### config.mk
export PLATFORM = sky130hd
export DESIGN_NAME = fault_status_bank
export DESIGN_NICKNAME = d
export VERILOG_FILES = /design/src/rtl/fsb_pkg.sv /design/src/rtl/fsb_ctrl.sv /design/src/rtl/fsb_stat_reg.sv /design/src/rtl/fsb_rd_mux.sv /design/src/rtl/fault_status_bank.sv
export SDC_FILE = /design/constraint.sdc
export NUM_CORES = 1
export LEC_CHECK = 0
export ABC_AREA = 1
export ABC_CLOCK_PERIOD_IN_PS = 1500
export BUFFER_PORTS_ARGS = -buffer_cell sky130_fd_sc_hd__buf_2
export CORE_MARGIN = 3
export CORE_UTILIZATION = 40
export CTS_BUF_LIST = sky130_fd_sc_hd__clkbuf_8
export DETAILED_ROUTE_END_ITERATION = 7
export PLACE_DENSITY = 0.64
export SYNTH_ARGS = -nofsm -noshare
export SYNTH_HDL_FRONTEND = slang
export SYNTH_SLANG_ARGS = --single-unit
### constraint.sdc
create_clock -name clk -period 1.5 [get_ports clk]
set_clock_uncertainty 0.1 [all_clocks]
set_input_delay 0 -clock clk [delete_from_list [all_inputs] [get_ports clk]]
set_output_delay 0 -clock clk [all_outputs]
set_load 0.05 [all_outputs]
### src/rtl/fsb_pkg.sv
// Package fsb_pkg
// Shared constants for the fault status bank. Software decodes the
// self-test enable position, so it is fixed here.
package fsb_pkg;
    localparam int unsigned ST_EN_BIT = 6;   // self-test enable in control word
    localparam int unsigned CTRL_ADDR = 0;   // control register address
endpackage

### src/rtl/fsb_ctrl.sv
// Module fsb_ctrl
// Holds the control register. Only the self-test enable is implemented.
// It raises a one-cycle restore strobe when the host clears the enable
// while it is set. Assumes DATA_W > ST_EN_BIT.
module fsb_ctrl
    import fsb_pkg::*;
#(
    parameter int unsigned DATA_W = 8
) (
    input  logic              clk,
    input  logic              rst_n,
    input  logic              wr_sel,
    input  logic [DATA_W-1:0] wr_data,
    output logic              st_mode,
    output logic              restore,
    output logic [DATA_W-1:0] ctrl_val
);
    logic st_q;

    // Register the self-test enable; reset always clears it.
    always_ff @(posedge clk) begin
        if (!rst_n)      st_q <= 1'b0;
        else if (wr_sel) st_q <= wr_data[ST_EN_BIT];
    end

    // Leaving self-test: a write of zero while the enable is set.
    always_comb restore = wr_sel && st_q && !wr_data[ST_EN_BIT];

    // Present the control word with unimplemented bits at zero.
    always_comb begin
        ctrl_val            = '0;
        ctrl_val[ST_EN_BIT] = st_q;
    end

    assign st_mode = st_q;


    rst_clears_st_chk: assert property (@(posedge clk) !rst_n |=> !st_mode);


    st_follows_write_chk: assert property (@(posedge clk) disable iff (!rst_n)
        wr_sel |=> (st_mode == $past(wr_data[ST_EN_BIT])));


    st_hold_chk: assert property (@(posedge clk) disable iff (!rst_n)
        !wr_sel |=> $stable(st_mode));
endmodule

### src/rtl/fsb_stat_reg.sv
// Module fsb_stat_reg
// One sticky status register. In normal mode fault pulses set bits and
// host zero-writes clear them; a set wins over a clear. In self-test mode
// faults are ignored and host writes load data. A restore strobe reloads
// the default. Bits outside MASK are held at zero.
module fsb_stat_reg #(
    parameter int unsigned      DATA_W = 8,
    parameter logic [DATA_W-1:0] MASK  = '1,
    parameter logic [DATA_W-1:0] INIT  = '0
) (
    input  logic              clk,
    input  logic              rst_n,
    input  logic              st_mode,
    input  logic              restore,
    input  logic              wr_sel,
    input  logic [DATA_W-1:0] wr_data,
    input  logic [DATA_W-1:0] fault,
    output logic [DATA_W-1:0] q
);
    localparam logic [DATA_W-1:0] DFLT = INIT & MASK;

    logic [DATA_W-1:0] clr_vec;
    logic [DATA_W-1:0] nxt;

    // Bits the host asks to clear: written as zero by a selected write.
    always_comb clr_vec = wr_sel ? ~wr_data : '0;

    // Choose the next value by mode; fault set has priority over clear.
    always_comb begin
        if (st_mode) begin
            if (restore)     nxt = DFLT;
            else if (wr_sel) nxt = wr_data & MASK;
            else             nxt = q;
        end else begin
            nxt = ((q & ~clr_vec) | fault) & MASK;
        end
    end

    // State update with synchronous reset to the default.
    always_ff @(posedge clk) begin
        if (!rst_n) q <= DFLT;
        else        q <= nxt;
    end


    no_host_set_chk: assert property (@(posedge clk) disable iff (!rst_n)
        !st_mode |=> ((q & ~$past(q) & ~$past(fault)) == '0));


    sticky_chk: assert property (@(posedge clk) disable iff (!rst_n)
        (!st_mode && !wr_sel) |=> (($past(q) & ~q) == '0));


    set_wins_chk: assert property (@(posedge clk) disable iff (!rst_n)
        !st_mode |=> ((($past(fault) & MASK) & ~q) == '0));


    st_isolate_chk: assert property (@(posedge clk) disable iff (!rst_n)
        (st_mode && !wr_sel && !restore) |=> (q == $past(q)));


    restore_chk: assert property (@(posedge clk) disable iff (!rst_n)
        (st_mode && restore) |=> (q == DFLT));


    unimpl_zero_chk: assert property (@(posedge clk) disable iff (!rst_n)
        (q & ~MASK) == '0);
endmodule

### src/rtl/fsb_rd_mux.sv
// Module fsb_rd_mux
// Combinational read selection across the control word and the status
// registers. Unmapped addresses return zero. Has no state.
module fsb_rd_mux #(
    parameter int unsigned NUM_REGS = 4,
    parameter int unsigned DATA_W   = 8,
    parameter int unsigned ADDR_W   = 3
) (
    input  logic                       clk,
    input  logic                       rst_n,
    input  logic [ADDR_W-1:0]          rd_addr,
    input  logic [DATA_W-1:0]          ctrl_val,
    input  logic [NUM_REGS*DATA_W-1:0] stat_flat,
    output logic [DATA_W-1:0]          rd_data
);
    // Pick the addressed word; default zero covers unmapped addresses.
    always_comb begin
        rd_data = '0;
        if (rd_addr == '0) rd_data = ctrl_val;
        for (int k = 0; k < NUM_REGS; k++) begin
            if (rd_addr == ADDR_W'(k + 1)) rd_data = stat_flat[k*DATA_W +: DATA_W];
        end
    end


    unmapped_zero_chk: assert property (@(posedge clk) disable iff (!rst_n)
        (rd_addr > ADDR_W'(NUM_REGS)) |-> (rd_data == '0));
endmodule

### src/rtl/fault_status_bank.sv
// Module fault_status_bank
// Top of the sticky fault status bank. Address 0 is the control register
// with the self-test enable. Addresses 1..NUM_REGS are status registers.
// Assumes single-cycle write strobes and NUM_REGS+1 fitting in ADDR_W bits.
module fault_status_bank #(
    parameter int unsigned NUM_REGS = 4,
    parameter int unsigned DATA_W   = 8,
    parameter logic [NUM_REGS*DATA_W-1:0] IMPL_MASK = 32'h7FFF_3F1F,
    parameter logic [NUM_REGS*DATA_W-1:0] STAT_INIT = '0,
    localparam int unsigned ADDR_W  = $clog2(NUM_REGS + 2),
    localparam int unsigned FLAT_W  = NUM_REGS * DATA_W
) (
    input  logic              clk,
    input  logic              rst_n,
    input  logic              wr_en,
    input  logic [ADDR_W-1:0] wr_addr,
    input  logic [DATA_W-1:0] wr_data,
    input  logic [ADDR_W-1:0] rd_addr,
    output logic [DATA_W-1:0] rd_data,
    input  logic [FLAT_W-1:0] fault_in
);
    import fsb_pkg::*;

    logic              ctrl_sel;
    logic              st_mode;
    logic              restore;
    logic [DATA_W-1:0] ctrl_val;
    logic [FLAT_W-1:0] stat_flat;

    // Decode a write to the control register.
    always_comb ctrl_sel = wr_en && (wr_addr == ADDR_W'(CTRL_ADDR));

    fsb_ctrl #(.DATA_W(DATA_W)) ctrl_i (
        .clk      (clk),
        .rst_n    (rst_n),
        .wr_sel   (ctrl_sel),
        .wr_data  (wr_data),
        .st_mode  (st_mode),
        .restore  (restore),
        .ctrl_val (ctrl_val)
    );

    for (genvar k = 0; k < NUM_REGS; k++) begin : g_stat
        logic stat_sel;

        // Decode a write to status register k.
        always_comb stat_sel = wr_en && (wr_addr == ADDR_W'(k + 1));

        fsb_stat_reg #(
            .DATA_W (DATA_W),
            .MASK   (IMPL_MASK[k*DATA_W +: DATA_W]),
            .INIT   (STAT_INIT[k*DATA_W +: DATA_W])
        ) reg_i (
            .clk     (clk),
            .rst_n   (rst_n),
            .st_mode (st_mode),
            .restore (restore),
            .wr_sel  (stat_sel),
            .wr_data (wr_data),
            .fault   (fault_in[k*DATA_W +: DATA_W]),
            .q       (stat_flat[k*DATA_W +: DATA_W])
        );
    end

    fsb_rd_mux #(
        .NUM_REGS (NUM_REGS),
        .DATA_W   (DATA_W),
        .ADDR_W   (ADDR_W)
    ) rd_i (
        .clk       (clk),
        .rst_n     (rst_n),
        .rd_addr   (rd_addr),
        .ctrl_val  (ctrl_val),
        .stat_flat (stat_flat),
        .rd_data   (rd_data)
    );


    rst_defaults_chk: assert property (@(posedge clk)
        !rst_n |=> (stat_flat == (STAT_INIT & IMPL_MASK)));
endmodule

## Yosys cells after proc, flatten, opt, wreduce, memory -nomap -nowiden

Index checks and enable logic that the tools add are counted.
Widths: inputs -> output; s select.

| storage, ports and cells | value |
|---|---|
| register bits | 27 |
| bits in latches | 0 |
| RAM bits | 0 |
| bits in read-only memories | 0 |
| output and inout bits | 8 |
| memories | 0 |

| operators by class | value |
|---|---|
| $add $sub $neg | 0 |
| $mul | 0 |
| div/mod/pow operators | 0 |
| order comparisons | 0 |
| eq/ne operators | 12 |
| shifts and indexed selects | 0 |
| multiplexer cells | 21 |
| bitwise logic cells | 13 |
| reduce and logical (&&, ||, !) cells | 10 |

Operator list:

| kind | count |
|---|---|
| $mux 7 | 7 |
| $mux 8 | 6 |
| $mux 6 | 4 |
| $mux 5 | 4 |
| $not 8->8 | 2 |
| $eq 3x2->1 const B | 4 |
| $ne 3x1->1 const B | 4 |
| $and 8x8->8 | 1 |
| $or 8x8->8 | 1 |
| $and 7x7->7 | 1 |
| $logic_and 1x1->1 | 7 |
| $not 7->7 | 1 |
| $or 7x7->7 | 1 |
| $and 6x6->6 | 1 |
| $eq 3x1->1 const B | 2 |
| $eq 3x3->1 const B | 2 |
| $logic_not 3->1 | 2 |
| $not 6->6 | 1 |
| $or 6x6->6 | 1 |
| $and 5x5->5 | 1 |
| $not 5->5 | 1 |
| $or 5x5->5 | 1 |
| $logic_not 1->1 | 1 |

## Logic depth before layout (Yosys ltp)

Gate-level depths: netlist of run 1.

| depth | value |
|---|---|
| word-level depth | 7 |
| gate-level depth with buffers | 8 |

## By module

A second synthesis of run 1 with hierarchy kept.

| second synthesis, totals | value |
|---|---|
| cell total of the unflattened synthesis | 455 |
| area total of the unflattened synthesis | 2432.3 sq um |

Modules (own cells, without submodules):

| module | times used | cells each | area an instance (sq um) | sequential area each (sq um) |
|---|---|---|---|---|
| fsb_stat_reg (g_stat[2].reg_i) | 1 | 103 | 569.3 | 160.2 |
| fsb_stat_reg (g_stat[3].reg_i) | 1 | 92 | 516.7 | 140.1 |
| fsb_stat_reg (g_stat[1].reg_i) | 1 | 80 | 446.7 | 120.1 |
| fsb_stat_reg (g_stat[0].reg_i) | 1 | 68 | 369.1 | 100.1 |
| fsb_rd_mux | 1 | 81 | 362.8 | 0.0 |
| fsb_ctrl | 1 | 17 | 112.6 | 20.0 |
| fault_status_bank | 1 | 14 | 55.1 | 0.0 |

## Least setup slack after synthesis of run 1

OpenSTA, ideal clock, no wires.

| timing path | value |
|---|---|
| kind | flip-flop to output port |
| from | register g_stat[3].reg_i.q[0] |
| to | output rd_data[0] |
| arrival time | 1449 ps |
| required time | 1400 ps |
| slack | -49 ps |
| stages on the path, launching flop included | 3 |
| path buffers | 0 |
| path through | dfxtp_1 > inv_1 > o21ai_0 |

| on the way | value |
|---|---|
| word-level cells in the longest chain between the ends | 1 |

RTL lines:

| item | RTL line | text |
|---|---|---|
| start: declaration | fsb_stat_reg.sv:18 | `output logic [DATA_W-1:0] q` |
| start signal: assignment | fsb_stat_reg.sv:42 | `else q <= nxt;` |
| $mux 8 | fsb_rd_mux.sv:21 | `if (rd_addr == ADDR_W'(k + 1)) rd_data = stat_flat[k*DATA_W +: DATA_W];` |
| end: declaration | fault_status_bank.sv:19 | `output logic [DATA_W-1:0] rd_data,` |

Every way passes these cells.

## Worst setup path in the final report of run 1

| timing path | value |
|---|---|
| from | register ctrl_i.st_q, in the netlist ctrl_i.st_mode |
| to | output rd_data[6] |

| on the way | value |
|---|---|
| word-level cells in the longest chain between the ends | 5 |

RTL lines:

| item | RTL line | text |
|---|---|---|
| start: declaration | fsb_ctrl.sv:18 | `logic st_q;` |
| start signal: assignment | fsb_ctrl.sv:23 | `else if (wr_sel) st_q <= wr_data[ST_EN_BIT];` |
| $mux 7 | fsb_rd_mux.sv:19 | `if (rd_addr == '0) rd_data = ctrl_val;` |
| $mux 7 (2 in series) | fsb_rd_mux.sv:21 |  |
| $mux 8 (2 in series) | fsb_rd_mux.sv:21 |  |

Every way passes these cells.

==> results of run 1 <==
worst reg2reg max path, cell delays in order (launching register included):
cell and delay [ns]:
dfxtp_1 0.41, nand2_1 0.14, inv_2 0.21, o21ai_0 0.13, a21oi_1 0.15
report_power, final:
| part | switching (uW) | internal (uW) | total (uW) |
|---|---|---|---|
| clock network | 268 | 187 | 456 |
| registers | 42.6 | 784 | 827 |
| logic | 338 | 242 | 580 |
| total | 649 | 1210 | 1860 |
routing by layer:
layer	global-route usage	wire length [um]
met1	0.3133	3069
met4	0.06406	64
met3	0.02088	404
met5	0	0
met2	0.3570	2941
how the worst max path moves through the flow:
| stage | start | to | slack [ns] | cells past startpoint |
|---|---|---|---|---|
| after global placement | wr_addr[2] | g_stat[2].reg_i.q[7] | 0.23 | 6 |
| after floorplan | rd_addr[2] | rd_data[6] | 0.11 | 5 |
| after CTS | ctrl_i.st_mode | rd_data[6] | 0.05 | 4 |
| after detailed placement | wr_addr[2] | g_stat[1].reg_i.q[4] | 0.22 | 8 |
| final | ctrl_i.st_mode | rd_data[6] | 0.11 | 4 |
| after global routing | g_stat[1].reg_i.q[0] | rd_data[0] | 0.02 | 5 |
cells by family after synthesis:
| kind of cell | share of synthesized area |
|---|---|
| simple gates | 0.4378 |
| buf+inv | 0.1585 |
| compound gates | 0.1415 |
| flops | 0.2623 |
area by class of cell:
cell class / count / area, sq um / area share
Clock buffer: 3 / 41.29 / 0.01487
Clock inverter: 1 / 5.005 / 0.001803
Inverter: 63 / 236.5 / 0.08517
Multi-Input combinational cell: 259 / 1194 / 0.4299
Sequential cell: 27 / 540.5 / 0.1947
Tap cell: 67 / 83.83 / 0.03019
Timing Repair Buffer: 96 / 675.6 / 0.2434
state kept, by name, indices dropped and copies added, names as in the netlist:
name,flops
ctrl_i.st_mode,1
g_stat.reg_i.q,26
through the flow:
step | power [uW] | setup WS [ns]
floorplan | 1189 | 0.1132
global placement | 1350 | 0.2290
finish | 1863 | 0.1137
detailed placement | 1358 | 0.2161
global route | 1974 | 0.01614
CTS | 1861 | 0.04558
what timing repair did:
action | 4_1_cts | 5_1_grt
gates resized for setup | 0 | 2
endpoints found under the setup margin | 0 | 1
hold endpoints to repair | 26 | 0
hold buffers | 31 | 0
cells in the mapped netlist:
library cell,instances
nor2_4,1
buf_1,1
buf_4,1
o221ai_1,2
nand3_1,19
nand2_2,1
buf_6,2
a21oi_2,9
nor3_1,1
inv_1,60
nand4_1,25
dfxtp_1,27
or2_2,1
clkinv_1,1
clkbuf_1,7
nor2_1,7
nand3_2,1
nor2_2,1
nand2_1,151
nand4_2,1
a21oi_1,23
buf_2,6
o21ai_0,16
inv_2,2
==> impl_metrics.ini, run 1 <==
[floorplan]
die_h_um = 77.78
pin_count = 57
rows = 25
core_area_sq_mm = 0.004848
dieArea_sq_mm = 0.006049
fp.dieW_um = 77.78
start_util = 0.4250

[clock_tree]
postCtsSetupBuffers = 0
cts-root-buf = clkbuf_8
clock_sinks = 27
cts_buffer_depth = 2
cts_max_level = 1
cts_made_buffers = 3
clk_pin_slew_ns = 0.11
tritoncts = done
worstSkewPairLatency_ns = 0.28

[timing]
maxSlewViolCount = 0
fin_crit_sh = 0.9242
finalHoldViolCount = 0
grt_setup_unrepaired = false
worst_pin_slew_ns = 0.5383
clock.fmax_ghz = 0.7213
finalSetupViolations = 0
max_slew_margin = 0.6411
period_minus_slack_ns = 1.386
whs_ns = 0.01371
setup_tns_ns = 0

[worst_setup_path]
critical_path_buf_inv_count = 2
path_max_fanout = 7
worstSetupPathType = register to primary output
rr_startpoint = ctrl_i.st_mode
rr_worst_depth = 4
crit_arrival_ns = 1.29
crit_top_cell = buf_4
max_stage_delay_ns = 0.41
rr_endpoint = g_stat[0].reg_i.q[0]
cp_top_family = buffers and inverters
r2r_slack_ns = 0.29
crit_slowest_cell = dfxtp_1
start_kind = register
worstPathCellList = buf_4, nand3_1, o221ai_1, buf_4
cp-end-kind = primary output
cp.required_ns = 1.40

[global_route]
grt_pass1_vias = 2355
gr-usage-all-layers = 0.2220
grt_start_max_net_pins = 30
antenna_found_initial = 0
grt_overflow = 0
grt_pass1_wl_um = 10980

[yosys]
ys_seq_elements = 27
synth_top_area_share = 0.2750
synth_area_sq_mm = 0.002061
synthTopCellsByArea = nand2_1 (28%), dfxtp_1 (26%), inv_1 (11%)
synth_warnings = 0
synth-seq-area-share = 0.2623
synth_cell_types = 24
syn_inst = 366
synth_nets = 415
avgSynthCellArea_sq_um = 5.630
yosys.area.top_type = nand2_1

[cells_and_area]
fillCellCount = 493
fin_nets = 499
final_util = 0.5726
drive_gt1_frac = 0.1915
antennaDiodeCount = 0
layout_commonest_cell = nand2_1
mostFrequentLayoutCells = nand2_1 (151), inv_1 (60), buf_2 (49)
area_growth_syn_to_layout_pct = 34.73
fin_area_sq_mm = 0.002776
layoutNonFillerInstCount = 516

[route]
drt_wl_total_um = 6480
drt_iter0_markers = 170
drcViolationCount = 0
routedWlPerCell_um = 12.56
avgViaCountPerCell = 4.828
first_pass_iters = 4
detail-route-antenna-nets = 0
vias = 2491

[hold_path]
hp-start = wr_addr[2]
hold_class = input pin to register
hold_path_end = ctrl_i.st_mode
whs_path_depth = 4

[place]
dp_cells = 481
hpwl_um = 4480
port_buffers = 50
dpl_cell_area_sq_mm = 0.002417
place.gp.congestion = 0.8287

[power_and_ir_drop]
irDropWorstVdd_v = 0.0003949
power_leakage_uw = 0.001521
p_per_area_mw_per_mm2 = 670.8

[status]
outcome = finished clean

[flow_run]
cap_violations = 0
(Power assumes the default switching activity.)
==> inputs of run 2 (changes only) <==
--- a/config.mk
+++ b/config.mk
@@ -9,10 +9,10 @@
 export ABC_CLOCK_PERIOD_IN_PS = 1500
 export BUFFER_PORTS_ARGS = -buffer_cell sky130_fd_sc_hd__buf_2
 export CORE_MARGIN = 3
-export CORE_UTILIZATION = 40
+export CORE_UTILIZATION = 25
 export CTS_BUF_LIST = sky130_fd_sc_hd__clkbuf_8
 export DETAILED_ROUTE_END_ITERATION = 7
-export PLACE_DENSITY = 0.64
+export PLACE_DENSITY = 0.44
 export SYNTH_ARGS = -nofsm -noshare
 export SYNTH_HDL_FRONTEND = slang
 export SYNTH_SLANG_ARGS = --single-unit
==> run 2 against run 1 <==
Effect of this change: register-to-register slack gained 0.02 ns; via count shrank 1.8%; sequential share of layout area shrank 0.43 points; total power grew 0.77%; critical endpoint unchanged; largest cell class unchanged.
==> impl_metrics.ini, run 2 (synthesized netlist as in run 1, its figures left out) <==
[status]
outcome = finished clean

[cells_and_area]
largest_reg_flops = 26
layoutNonFillerInstCount = 550
area_growth_syn_to_layout_pct = 37.77
layout_commonest_cell = nand2_1
drive_gt1_frac = 0.1897
mostFrequentLayoutCells = nand2_1 (151), inv_1 (60), buf_2 (45)
fin_nets = 498
top_register = g_stat.reg_i.q
antennaDiodeCount = 0

[global_route]
use_met1 = 0.2043
grt_start_max_net_pins = 30
top_usage_layer = met2
grt_pass1_vias = 2436
grt_overflow = 0
groute.layer.met3.usage = 0.02235
grt_pass1_wl_um = 12070
gr-usage-met2 = 0.2760
gr-usage-all-layers = 0.1564
antenna_found_initial = 0

[worst_setup_path]
max_stage_delay_ns = 0.39
worstPathCellList = buf_4, nand3_1, o221ai_1, buf_2
critical_path_buf_inv_count = 2
worstSetupPathType = register to primary output
crit_path_start = ctrl_i.st_mode
rr_startpoint = ctrl_i.st_mode
start_kind = register
crit_arrival_ns = 1.30
path_max_fanout = 8
cp.required_ns = 1.40
cp-end-kind = primary output
cp_top_family = buffers and inverters
crit_slowest_cell = dfxtp_1

[route]
vias = 2445
routedWlPerCell_um = 13.37
drt_wl_total_um = 7356
first_pass_iters = 4
avgViaCountPerCell = 4.445
drcViolationCount = 0
detail-route-antenna-nets = 0
drt_iter0_markers = 155

[hold_path]
hold_class = input pin to register
hp-start = wr_addr[2]

[timing]
clock.fmax_ghz = 0.7146
period_minus_slack_ns = 1.399
fin_crit_sh = 0.9330
max_slew_margin = 0.6325
setup_slack_ns = 0.1005
worst_pin_slew_ns = 0.5512
finalHoldViolCount = 0
setup_tns_ns = 0
finalSetupViolations = 0
whs_ns = 0.03149
grt_setup_unrepaired = false
maxSlewViolCount = 0

[floorplan]
core_area_sq_mm = 0.007848
pin_count = 57
dieArea_sq_mm = 0.009368
fp.dieW_um = 96.79
start_util = 0.2626
rows = 32
die_h_um = 96.79

[place]
dpl_worst_slack_ns = 0.1559
port_buffers = 50
dp_cells = 515
hpwl_um = 5158
place.gp.congestion = 0.8723

[power_and_ir_drop]
irDropWorstVdd_v = 0.0003382
power_leakage_uw = 0.001522
p_per_area_mw_per_mm2 = 661.1

[clock_tree]
worstSkewPairLatency_ns = 0.28
tritoncts = done
clock_sinks = 27
postCtsSetupBuffers = 0
cts-root-buf = clkbuf_8
clk_pin_slew_ns = 0.10
cts_buffer_depth = 2
cts_made_buffers = 3
cts_max_level = 1

[flow_run]
cap_violations = 0
run 2: final cells by class:
| class | count | area (sq um) |
|---|---|---|
| clock inverters | 1 | 5.005 |
| inverters | 63 | 236.5 |
| flip-flops and latches | 27 | 540.5 |
| repair buffers | 95 | 694.4 |
| multi-input cells | 259 | 1194 |
| fillers | 896 | 5009 |
| clock buffers | 3 | 41.29 |
| well taps | 102 | 127.6 |
run 2: worst register-to-register path, delay by kind of cell, from the launching register on:
family	cells	cell delay, ns
buf+inv	2	0.40
flops	1	0.35
simple gates	3	0.17
compound gates	1	0.12
run 2: final timing paths:
| path | slack (ns) | cells past startpoint | end |
|---|---|---|---|
| worst max-delay path | 0.10 | 4 | rd_data[6] |
| worst min-delay path | 0.03 | 4 | ctrl_i.st_mode |
| worst max register to register | 0.31 | 6 | g_stat[2].reg_i.q[2] |
| worst min register to register | 0.45 | 4 | g_stat[3].reg_i.q[6] |
run 2: power by group:
part	internal, uW	switching [uW]
Combinational	250	346
Sequential	784	45.5
Clock	187	264
run 2: what timing repair did:
action | 4_1_cts | 5_1_grt
endpoints found under the setup margin | 0 | 5
hold buffers | 31 | 0
endpoints found under the hold margin | 26 | 0
gates resized for setup | 0 | 9
run 2: metrics by stage:
step,power (uW),area (sq um),util
after floorplan,1189,2061,-
after global placement,1368,2466,0.3143
after detailed placement,1374,2466,0.3143
after CTS,1896,2823,0.3597
after global routing,2005,2839,0.3618
final,1877,2839,0.3618
run 2: per-layer routing:
layer,part of all wire,wire length (um)
met5,0,0
met4,0.0042,31
met3,0.043,317
met2,0.48,3536
met1,0.47,3470
==> inputs of run 3 (changes only) <==
--- a/config.mk
+++ b/config.mk
@@ -9,10 +9,10 @@
 export ABC_CLOCK_PERIOD_IN_PS = 1500
 export BUFFER_PORTS_ARGS = -buffer_cell sky130_fd_sc_hd__buf_2
 export CORE_MARGIN = 3
-export CORE_UTILIZATION = 25
+export CORE_UTILIZATION = 50
 export CTS_BUF_LIST = sky130_fd_sc_hd__clkbuf_8
 export DETAILED_ROUTE_END_ITERATION = 7
-export PLACE_DENSITY = 0.44
+export PLACE_DENSITY = 0.77
 export SYNTH_ARGS = -nofsm -noshare
 export SYNTH_HDL_FRONTEND = slang
 export SYNTH_SLANG_ARGS = --single-unit
==> run 3 against run 2 <==
Effect of this change: maximum frequency is 0.28% lower; cell count shrank 9.5%; register-to-register slack worse by 0.03 ns.
==> impl_metrics.ini, run 3 (synthesized netlist as in run 1, its figures left out) <==
[status]
outcome = finished clean

[cells_and_area]
final_util = 0.7263
top_register = g_stat.reg_i.q
fin_area_sq_mm = 0.002779
largest_reg_flops = 26
fin_nets = 500
antennaDiodeCount = 0
layout_commonest_cell = nand2_1
layoutNonFillerInstCount = 498
drive_gt1_frac = 0.1956
area_growth_syn_to_layout_pct = 34.85
mostFrequentLayoutCells = nand2_1 (151), inv_1 (60), buf_2 (47)

[power_and_ir_drop]
p_per_area_mw_per_mm2 = 668.1
irDropWorstVdd_v = 0.0007284
power_leakage_uw = 0.001531

[route]
routedWlPerCell_um = 12.90
drt_iter0_markers = 272
avgViaCountPerCell = 5.143
wl_met2_um = 2971
vias = 2561
detail-route-antenna-nets = 0
drcViolationCount = 0
maxUsedRoutingLayer = met4
wl_met1_um = 2787
first_pass_iters = 7
wl_met3_um = 503
drt_wl_total_um = 6426

[place]
hpwl_um = 4329
place.gp.congestion = 0.8825
port_buffers = 50
dpl_cell_area_sq_mm = 0.002414
dp_cells = 463

[global_route]
antenna_found_initial = 0
grt_pass1_vias = 2304
gr-usage-all-layers = 0.2595
grt_overflow = 0
grt_start_max_net_pins = 29
grt_pass1_wl_um = 10430

[timing]
maxSlewViolCount = 0
finalHoldViolCount = 0
clock.fmax_ghz = 0.7126
finalSetupViolations = 0
setup_tns_ns = 0
grt_setup_unrepaired = false
max_slew_margin = 0.6632
worst_pin_slew_ns = 0.5052
period_minus_slack_ns = 1.403
fin_crit_sh = 0.9356

[worst_setup_path]
crit_arrival_ns = 1.30
worstSetupPathType = register to primary output
path_max_fanout = 9
cp-end-kind = primary output
cp.required_ns = 1.40
start_kind = register

[clock_tree]
worstSkewPairLatency_ns = 0.28
cts_buffer_depth = 2
clk_pin_slew_ns = 0.10
cts_made_buffers = 3
cts-root-buf = clkbuf_8
clock_sinks = 27
postCtsSetupBuffers = 0
tritoncts = done
cts_max_level = 1

[floorplan]
pin_count = 57
core_area_sq_mm = 0.003826
rows = 22
fp.dieW_um = 70.20
dieArea_sq_mm = 0.004928
die_h_um = 70.20
start_util = 0.5386

[flow_run]
cap_violations = 0

[hold_path]
hold_class = input pin to register
run 3: changes by cell type in the layout (fill, tap and decap cells not counted):
cell,delta
buf_2,+2
buf_6,-1
clkbuf_4,+1
dfxtp_1,-1
dfxtp_2,+1
run 3: area by class of cell:
cell class              count  area, sq um
multi-input cells         259         1194
fillers                   332         1047
repair buffers             97        700.7
flip-flops and latches     27        541.8
inverters                  63        236.5
well taps                  48        60.06
clock buffers               3        41.29
clock inverters             1        5.005
run 3: power breakdown:
group	total, uW	internal [uW]	switching [uW]
Combinational	587	248	339
Clock	440	187	253
Sequential	829	784	44.9
run 3: metal layers:
metal	global-route usage	vias to the layer above
met3	0.04317	24
met5	0	-
met1	0.3397	1101
li1	-	1314
met4	0.1021	0
met2	0.4229	122
run 3: worst paths after layout:
check                                           from                    to  slack [ns]  cells past startpoint
worst max-delay path                  ctrl_i.st_mode            rd_data[6]         0.1                      4
worst min-delay path                      wr_addr[2]        ctrl_i.st_mode       0.002                      4
worst max register to register        ctrl_i.st_mode  g_stat[1].reg_i.q[5]        0.28                      6
worst min register to register  g_stat[2].reg_i.q[7]  g_stat[2].reg_i.q[7]        0.46                      4
run 3: per-stage QoR:
stage	total power (uW)	hold WS, ns	setup slack, ns
2_1_floorplan	1189	0.04439	0.1132
3_3_place_gp	1346	0.1509	0.2446
3_5_place_dp	1358	0.1549	0.2198
4_1_cts	1858	0.005442	0.01264
5_1_grt	1970	0.03814	0.004301
6_report	1857	0.001804	0.09659
run 3: what timing repair did:
item	in CTS	in global routing
hold buffers	31	0
resized for setup	0	4
setup endpoints to repair	0	3
hold endpoints to repair	26	0
run 3: critical path: stages (launching register included):
cell and delay (ns):
dfxtp_2 0.39, buf_4 0.18, nand3_1 0.08, o221ai_1 0.09
clkbuf_4 0.27
